<file path="src/rtl/pt_pkg.sv">
package pt_pkg;
    localparam int VA_W      = 32;
    localparam int PA_W      = 24;
    localparam int PG_BITS   = 12;
    localparam int PTE_W     = 32;
    localparam int PTE_SHIFT = 2;
    localparam int VPN_W     = VA_W - PG_BITS;
    localparam int PPN_W     = PA_W - PG_BITS;
    localparam int PAD_W     = VA_W - VPN_W - PTE_SHIFT;

    localparam int BIT_PRESENT = 0;
    localparam int BIT_READ    = 1;
    localparam int BIT_WRITE   = 2;

    typedef enum logic [1:0] {
        ST_OK         = 2'b00,
        ST_PAGE_FAULT = 2'b01,
        ST_PROT_FAULT = 2'b10
    } xl_status_e;

    typedef enum logic [1:0] {
        S_IDLE, S_READ_PTE, S_WAIT_PTE, S_RESPOND
    } xl_state_e;

    typedef struct packed {
        logic [PPN_W-1:0] ppn;
        logic             can_wr;
        logic             can_rd;
        logic             present;
    } pte_t;

    typedef struct packed {
        logic [PA_W-1:0] paddr;
        xl_status_e      status;
    } xl_result_t;

    function automatic pte_t pte_decode(input logic [PTE_W-1:0] raw);
        pte_t e;
        e.ppn     = raw[PA_W-1:PG_BITS];
        e.can_wr  = raw[BIT_WRITE];
        e.can_rd  = raw[BIT_READ];
        e.present = raw[BIT_PRESENT];
        return e;
    endfunction
endpackage

</file>
<file path="src/rtl/pt_base_reg.sv">
module pt_base_reg
    import pt_pkg::*;
(
    input  logic            clk,
    input  logic            rst,
    input  logic            we,
    input  logic            allow,
    input  logic [VA_W-1:0] wdata,
    output logic [VA_W-1:0] base
);
    always_ff @(posedge clk) begin
        if (rst)
            base <= '0;
        else if (we && allow)
            base <= wdata;
    end
endmodule

</file>
<file path="src/rtl/pt_addr_gen.sv">
module pt_addr_gen
    import pt_pkg::*;
(
    input  logic [VA_W-1:0]  base,
    input  logic [VPN_W-1:0] vpn,
    output logic [VA_W-1:0]  pte_addr
);
    logic [VA_W-1:0] scaled;
    assign scaled   = {{PAD_W{1'b0}}, vpn, {PTE_SHIFT{1'b0}}};
    assign pte_addr = base + scaled;
endmodule

</file>
<file path="src/rtl/pt_check.sv">
module pt_check
    import pt_pkg::*;
(
    input  logic [PTE_W-1:0]   pte_raw,
    input  logic               is_store,
    input  logic [PG_BITS-1:0] offset,
    output xl_result_t         result
);
    pte_t e;
    logic allowed;

    always_comb begin
        e       = pte_decode(pte_raw);
        allowed = is_store ? e.can_wr : e.can_rd;
        if (!e.present) begin
            result.status = ST_PAGE_FAULT;
            result.paddr  = '0;
        end else if (!allowed) begin
            result.status = ST_PROT_FAULT;
            result.paddr  = '0;
        end else begin
            result.status = ST_OK;
            result.paddr  = {e.ppn, offset};
        end
    end
endmodule

</file>
<file path="src/rtl/pt_xlate.sv">
module pt_xlate
    import pt_pkg::*;
(
    input  logic             clk,
    input  logic             rst,
    input  logic             base_we,
    input  logic [VA_W-1:0]  base_wdata,
    input  logic             req_valid,
    output logic             req_ready,
    input  logic [VA_W-1:0]  req_vaddr,
    input  logic             req_store,
    output logic             rsp_valid,
    input  logic             rsp_ready,
    output logic [PA_W-1:0]  rsp_paddr,
    output logic [1:0]       rsp_status,
    output logic             mem_req_valid,
    input  logic             mem_req_ready,
    output logic [VA_W-1:0]  mem_req_addr,
    input  logic             mem_rsp_valid,
    input  logic [PTE_W-1:0] mem_rsp_data
);
    xl_state_e          state;
    logic [VPN_W-1:0]   vpn_q;
    logic [PG_BITS-1:0] off_q;
    logic               store_q;
    xl_result_t         result_q;
    xl_result_t         check_out;
    logic [VA_W-1:0]    base;
    logic               idle;

    assign idle = (state == S_IDLE);

    pt_base_reg u_base (
        .clk   (clk),
        .rst   (rst),
        .we    (base_we),
        .allow (idle),
        .wdata (base_wdata),
        .base  (base)
    );

    pt_addr_gen u_addr (
        .base     (base),
        .vpn      (vpn_q),
        .pte_addr (mem_req_addr)
    );

    pt_check u_check (
        .pte_raw  (mem_rsp_data),
        .is_store (store_q),
        .offset   (off_q),
        .result   (check_out)
    );

    always_ff @(posedge clk) begin
        if (rst) begin
            state    <= S_IDLE;
            vpn_q    <= '0;
            off_q    <= '0;
            store_q  <= 1'b0;
            result_q <= '{paddr: '0, status: ST_OK};
        end else begin
            unique case (state)
                S_IDLE: if (req_valid) begin
                    vpn_q   <= req_vaddr[VA_W-1:PG_BITS];
                    off_q   <= req_vaddr[PG_BITS-1:0];
                    store_q <= req_store;
                    state   <= S_READ_PTE;
                end
                S_READ_PTE: if (mem_req_ready) state <= S_WAIT_PTE;
                S_WAIT_PTE: if (mem_rsp_valid) begin
                    result_q <= check_out;
                    state    <= S_RESPOND;
                end
                S_RESPOND: if (rsp_ready) state <= S_IDLE;
                default: state <= S_IDLE;
            endcase
        end
    end

    assign req_ready     = idle;
    assign mem_req_valid = (state == S_READ_PTE);
    assign rsp_valid     = (state == S_RESPOND);
    assign rsp_paddr     = result_q.paddr;
    assign rsp_status    = result_q.status;
endmodule

</file>
<file path="config.mk">
export PLATFORM = sky130hd
export DESIGN_NAME = pt_xlate
export DESIGN_NICKNAME = d
export VERILOG_FILES = /design/src/rtl/pt_pkg.sv /design/src/rtl/pt_base_reg.sv /design/src/rtl/pt_addr_gen.sv /design/src/rtl/pt_check.sv /design/src/rtl/pt_xlate.sv
export SDC_FILE = /design/constraint.sdc
export NUM_CORES = 1
export LEC_CHECK = 0
export BUFFER_PORTS_ARGS = -buffer_cell sky130_fd_sc_hd__buf_2
export CORE_MARGIN = 4
export CORE_UTILIZATION = 45
export CTS_CLUSTER_DIAMETER = 40
export DETAILED_ROUTE_END_ITERATION = 8
export PLACE_DENSITY = 0.88
export SLEW_MARGIN = 20
export SYNTH_ARGS = -nofsm -noshare
export SYNTH_HDL_FRONTEND = slang
export SYNTH_SLANG_ARGS = --single-unit
</file>
<file path="constraint.sdc">
create_clock -name clk -period 2.3 [get_ports clk]
set_input_delay 0.23 -clock clk [delete_from_list [all_inputs] [get_ports clk]]
set_output_delay 0.23 -clock clk [all_outputs]
set_load 0.005 [all_outputs]
</file>
==> flow_summary.ini, run 1 <==
[layout]
drive_above_1_share_pct = 29.1
final_area_sq_um = 5990
mostFrequentLayoutCells = 160 x nand2_1, 147 x buf_2, 91 x dfxtp_1, 84 x a21oi_1, 38 x nor2_1
fin_nets = 886
final_common_cell = nand2_1
fin_util_pct = 60.5
areaGrowthSynthToFinish_pct = 28.7

[pwr]
vdd_drop_max_v = 0.000699
p_per_area_nw_per_um2 = 854
internal-power_mw = 3.25
p_seq_share_pct = 39.6
p_sw_mw = 1.87
swShare_pct = 36.5
p_total_mw = 5.12
p_leak_nw = 2.77
combPwrFrac_pct = 38.6
power_frac_clock_pct = 21.8

[route]
first_pass_iters = 5
drt_iter0_markers = 221
wl_per_cell_microns = 13.9
drt_wl_total_mm = 12.4
ant_nets = 0
routed_via_density = 5.19
vias = 4654
drc = 0

[floorplanning]
rows = 36
start_util_pct = 47.0
die_y_microns = 110
coreArea_sq_um = 9910
io_pins = 165
dieWidth_microns = 110
die_area_sq_um = 12000

[placement]
dpl_cell_area_sq_um = 5700
gp_congestion = 0.899
dp_hpwl_mm = 9.28
portBuffers = 147

[global_route]
grt_max_degree = 94
antenna_found_initial = 4
grt_pass1_wl_mm = 19.5
grt_pass1_vias = 4206
grt_remaining_overflow = 0
track_usage_pct = 20.3

[clock_network]
clockBufferDepth = 2
cts_tree = built
clkTransAtPathRegs_ps = 100
cts_buffers = 9
holdBufCountCts = 0
cts.sinks = 93
htree_levels = 3
clk_latency_ps = 350
cts-root-buf = clkbuf_8

[worst_setup_path]
slowest_stage = a211o_4
path_cells = ha_4 -> inv_2 -> fa_2 -> and2b_1 -> o2111ai_2 -> a31o_1 -> a211o_4 -> and2_4 -> o311ai_4 -> buf_2
critPathMaxStageDelay_ps = 380
critPathRequiredTime_ps = 2070
critPathMaxFanout = 5
cp_top_family = compound AO/OA/AOI/OAI gates
cp.arrival_ps = 2800
cp-end-kind = output pin
start_kind = register
worst-setup-path-type = register to output pin
path_buf_inv = 2

[yosys]
syn_nets = 731
ys.flop_type = dfxtp_1
syn_avg_cell_area_sq_um = 7.73
synth_seq_cells = 93
ys_warn_count = 0
synth_cell_types = 50
synth-seq-area-share_pct = 40.0
async_reset_ff_share_pct = 0
syn_inst = 602
syn_area_sq_um = 4660
synth-edff-count = 0

[timing]
slew_headroom_pct = 66.9
finClkSkew_ps = 13.6
fin_ws_ps = -734
post-route-period-util_pct = 132
setup_viol = 24
final_max_slew_viol_count = 0
max_freq_mhz = 330
worst_pin_slew_ps = 495
fin_crit_ps = 3030
rsz0062_at_grt = true
finalHoldViolCount = 0

[hold_path]
hold_class = input pin to register

[status]
status = finished, violations left
violations = negative setup slack

[run]
cap_violations = 0
==> cell type report <==
| class | count | area [sq um] |
|---|---|---|
| flip-flops and latches | 93 | 1860 |
| inverters | 13 | 48.8 |
| clock inverters | 6 | 68.8 |
| clock buffers | 10 | 138 |
| multi-input cells | 458 | 2690 |
| diodes | 1 | 2.50 |
| fillers | 858 | 3920 |
| well taps | 133 | 166 |
| repair buffers | 182 | 1010 |
==> cells in the mapped netlist (3+ instances only) <==
| library cell | instances | area, sq um |
|---|---|---|
| a21oi_1 | 86 | 430 |
| and3_1 | 7 | 43.8 |
| nand2b_1 | 3 | 18.8 |
| a21o_1 | 3 | 22.5 |
| xor2_1 | 9 | 78.8 |
| nand3_1 | 8 | 40.0 |
| xnor2_1 | 15 | 131 |
| nand2_1 | 160 | 601 |
| nor3_1 | 5 | 25.0 |
| nand4_1 | 4 | 25.0 |
| a31oi_1 | 3 | 18.8 |
| a22oi_1 | 25 | 188 |
| inv_1 | 13 | 48.8 |
| nor2b_1 | 3 | 18.8 |
| nor2_1 | 39 | 146 |
| o21ai_0 | 15 | 75.1 |
| mux2i_1 | 5 | 50.1 |
| dfxtp_1 | 93 | 1860 |
| clkbuf_1 | 34 | 128 |
| ha_1 | 24 | 300 |
| o211ai_1 | 6 | 45.0 |
| and2_1 | 5 | 31.3 |
| o2111ai_1 | 5 | 43.8 |
==> worst min-delay path, delay by kind of cell <==
| kind | cells | cell delay (ps) |
|---|---|---|
| buffers and inverters | 1 | 90 |
| and+or+nand+nor | 1 | 50 |
| AOI/OAI and AO/OA | 1 | 50 |
==> state kept, by name, indices dropped and copies added, names as in the netlist <==
name         cells
rsp_status       2
state            2
u_base.base     32
vpn_q           20
rsp_paddr       24
store_q          1
off_q           12
==> layer usage <==
layer	share of wire (%)	wire length (microns)	global-route usage [%]	vias up
li1	-	-	-	2382
met1	44	5500	25.6	2106
met2	47	5850	33.3	142
met3	6.9	859	6.05	18
met4	1.6	198	6.50	6
met5	0.27	34	0	-
==> what timing repair did <==
action / 4_1_cts / 5_1_grt
pin swaps: 9 / 10
setup endpoints to repair: 23 / 35
buffers inserted: 3 / 0
gates resized for setup: 5 / 9
==> power groups by stage <==
stage                     combinational, mW  clock, mW  sequential (mW)
after CTS                              1.97       1.14             2.03
after floorplan                        1.27          0             2.01
after detailed placement               1.94          0             2.06
after global placement                 1.91          0             2.05
after global routing                   2.21       1.20             2.06
final                                  1.98       1.11             2.03
==> cell families after synthesis <==
logic type	synth area share (%)
compound gates	21.4
simple gates	21.8
xor+xnor	4.52
fa+ha+maj	6.88
buf+inv	4.33
flops	40.0
mux	1.08
==> metrics by stage <==
| stage | setup TNS [ps] | setup WS [ps] | hold WS [ps] | cells |
|---|---|---|---|---|
| detailed placement | -2010 | -339 | 444 | 876 |
| finish | -9400 | -734 | 95.0 | 896 |
| global route | -13230 | -851 | 81.1 | 896 |
| CTS | -9350 | -748 | 87.5 | 895 |
| global placement | -1530 | -297 | 441 | 876 |
| floorplan | -169 | -50.1 | 358 | 602 |
==> path summary, 6_finish.rpt <==
path,endpoint,depth (start not counted),slack [ps],from
setup / recovery,mem_req_addr[26],10,-730,vpn_q[0]$_SDFFE_PP0P_
hold / removal,u_base.base[3]$_SDFFE_PP0P_,3,100,base_wdata[3]
setup reg to reg,rsp_paddr[22]$_SDFFE_PP0P_,7,410,state[0]$_SDFFE_PP0P_
hold reg to reg,off_q[8]$_SDFFE_PP0P_,2,460,off_q[8]$_SDFFE_PP0P_
Note: power is estimated with default switching activity, not from simulation.
==> run 2: changes to the inputs <==
clock period = 2.6 ns   (was 2.3 ns; I/O delays follow)
==> flow_summary.ini, run 2 (same netlist as run 1, synthesis figures left out) <==
[global_route]
grt_max_degree = 57
grt_pass1_vias = 4355
track_usage_pct = 20.4
antenna_found_initial = 5
grt_remaining_overflow = 0
grt_pass1_wl_mm = 19.8

[run]
cap_violations = 0

[worst_setup_path]
cp-end-kind = output pin
cp.arrival_ps = 2820
timing.rr.start = state[0]$_SDFFE_PP0P_
start_kind = register
rrSetupSlack_ps = 380
reg2reg_to = rsp_paddr[21]$_SDFFE_PP0P_
worst-setup-path-type = register to output pin
cp_top_family = compound AO/OA/AOI/OAI gates
critPathRequiredTime_ps = 2340
path_buf_inv = 3
r2r_cells = 7
path_cells = ha_4 -> inv_2 -> fa_2 -> and2b_1 -> o2111ai_2 -> a31o_1 -> a211o_4 -> and2_4 -> buf_6 -> xnor2_2 -> buf_2
critPathMaxFanout = 5
critPathMaxStageDelay_ps = 370
slowest_stage = a211o_4

[pwr]
combPwrFrac_pct = 37.6
swShare_pct = 36.6
power_frac_clock_pct = 21.5
internal-power_mw = 2.79
p_seq_share_pct = 40.9
vdd_drop_max_v = 0.000627
p_total_mw = 4.40
p_leak_nw = 2.67
p_per_area_nw_per_um2 = 748
p_sw_mw = 1.61

[layout]
layout.cells.non_filler = 887
mostFrequentLayoutCells = 160 x nand2_1, 147 x buf_2, 91 x dfxtp_1, 85 x a21oi_1, 39 x nor2_1
multi_input_area_sq_um = 2650
areaGrowthSynthToFinish_pct = 26.3
drive_above_1_share_pct = 27.1
final_common_cell = nand2_1
fillers = 922
largest_register = u_base.base
ff_latch_area_sq_um = 1860
largest_register_ffs = 32
fin_nets = 876

[clock_network]
cts_buffers = 9
clk_latency_ps = 340
htree_levels = 3
clkTransAtPathRegs_ps = 100
clockBufferDepth = 2
cts-root-buf = clkbuf_8
cts_tree = built
cts.sinks = 93

[route]
first_pass_iters = 5
drt_wl_total_mm = 12.2
drt_iter0_markers = 180
wl_per_cell_microns = 13.7
vias = 4589
ant_nets = 0
routed_via_density = 5.17
drc = 0

[timing]
finClkSkew_ps = 14.1
finalHoldViolCount = 0
holdWs_ps = 142
fin_ws_ps = -478
max_freq_mhz = 325
finalSetupTns_ps = -3960
setup_viol = 19
rsz0062_at_grt = true
slew_headroom_pct = 45.6
post-route-period-util_pct = 118
final_max_slew_viol_count = 0
worst_pin_slew_ps = 814
fin_crit_ps = 3080

[placement]
portBuffers = 147
gp_congestion = 0.882
dp_hpwl_mm = 9.28
dp.cells = 861

[status]
status = finished, violations left
violations = negative setup slack

[floorplanning]
die_y_microns = 110
die_area_sq_um = 12000
dieWidth_microns = 110
start_util_pct = 47.0
rows = 36
coreArea_sq_um = 9910
io_pins = 165

[hold_path]
min_from = base_wdata[3]
min_path_cells = 3
worstHoldEndpoint = u_base.base[3]$_SDFFE_PP0P_
hold_class = input pin to register
## run 2: cell count changes in the layout (fill, tap and decap cells not counted), moves of 2 or more
cell	before	now
o311ai_4	2	0
buf_4	34	22
ha_1	21	23
o311ai_2	0	2
ha_2	2	0
## run 2: what timing repair did
item                       CTS  global route
pin swaps                   16             9
resized for setup           11             4
hold buffers                 0             0
setup endpoints to repair   19            23
cloned                       0             0
buffers inserted             5             4
## run 2: routing by layer
layer / routed length, microns / vias to the layer above / track usage (%)
met5: 36 / - / 0
met4: 200 / 6 / 6.23
met3: 866 / 24 / 5.93
met2: 5710 / 134 / 33.0
met1: 5370 / 2063 / 26.4
li1: - / 2362 / -
## run 2: how the worst max path moves through the flow
stage	slack, ps	cells past startpoint	to	from
final	-480	11	mem_req_addr[18]	vpn_q[0]$_SDFFE_PP0P_
after global placement	-210	10	mem_req_addr[26]	u_base.base[2]$_SDFFE_PP0P_
after global routing	-600	10	mem_req_addr[24]	vpn_q[0]$_SDFFE_PP0P_
after CTS	-430	11	mem_req_addr[18]	vpn_q[0]$_SDFFE_PP0P_
after floorplan	60	9	mem_req_addr[22]	u_base.base[2]$_SDFFE_PP0P_
after detailed placement	-270	10	mem_req_addr[22]	u_base.base[2]$_SDFFE_PP0P_
## run 2: area by class of cell
cell class                 count  area share (%)
clock buffer                  10            2.17
antenna                        2          0.0851
clock inverter                 6            1.19
inverter                      13           0.830
timing repair buffer         172            16.2
multi-input combinational    458            45.0
sequential                    93            31.7
tap                          133            2.83
## run 2: tightest hold or removal path: cells and delay by family
kind	cells	cell delay (ps)
buffers and inverters	1	100
AOI/OAI and AO/OA	1	50
and+or+nand+nor	1	40
## run 2: through the flow
stage | utilization, % | worst slack (ps) | area, sq um
final | 59.4 | -478 | 5880
after detailed placement | 56.1 | -272 | 5560
after CTS | 58.8 | -433 | 5830
after floorplan | - | 59.1 | 4660
after global routing | 59.4 | -597 | 5880
after global placement | 56.1 | -215 | 5560
## run 2: power by group through the flow
stage	clock network (mW)	logic, mW	registers, mW
4_1_cts	0.975	1.65	1.79
3_5_place_dp	0	1.63	1.82
5_1_grt	1.04	1.88	1.83
6_report	0.946	1.66	1.80
3_3_place_gp	0	1.61	1.81
2_1_floorplan	0	1.10	1.78
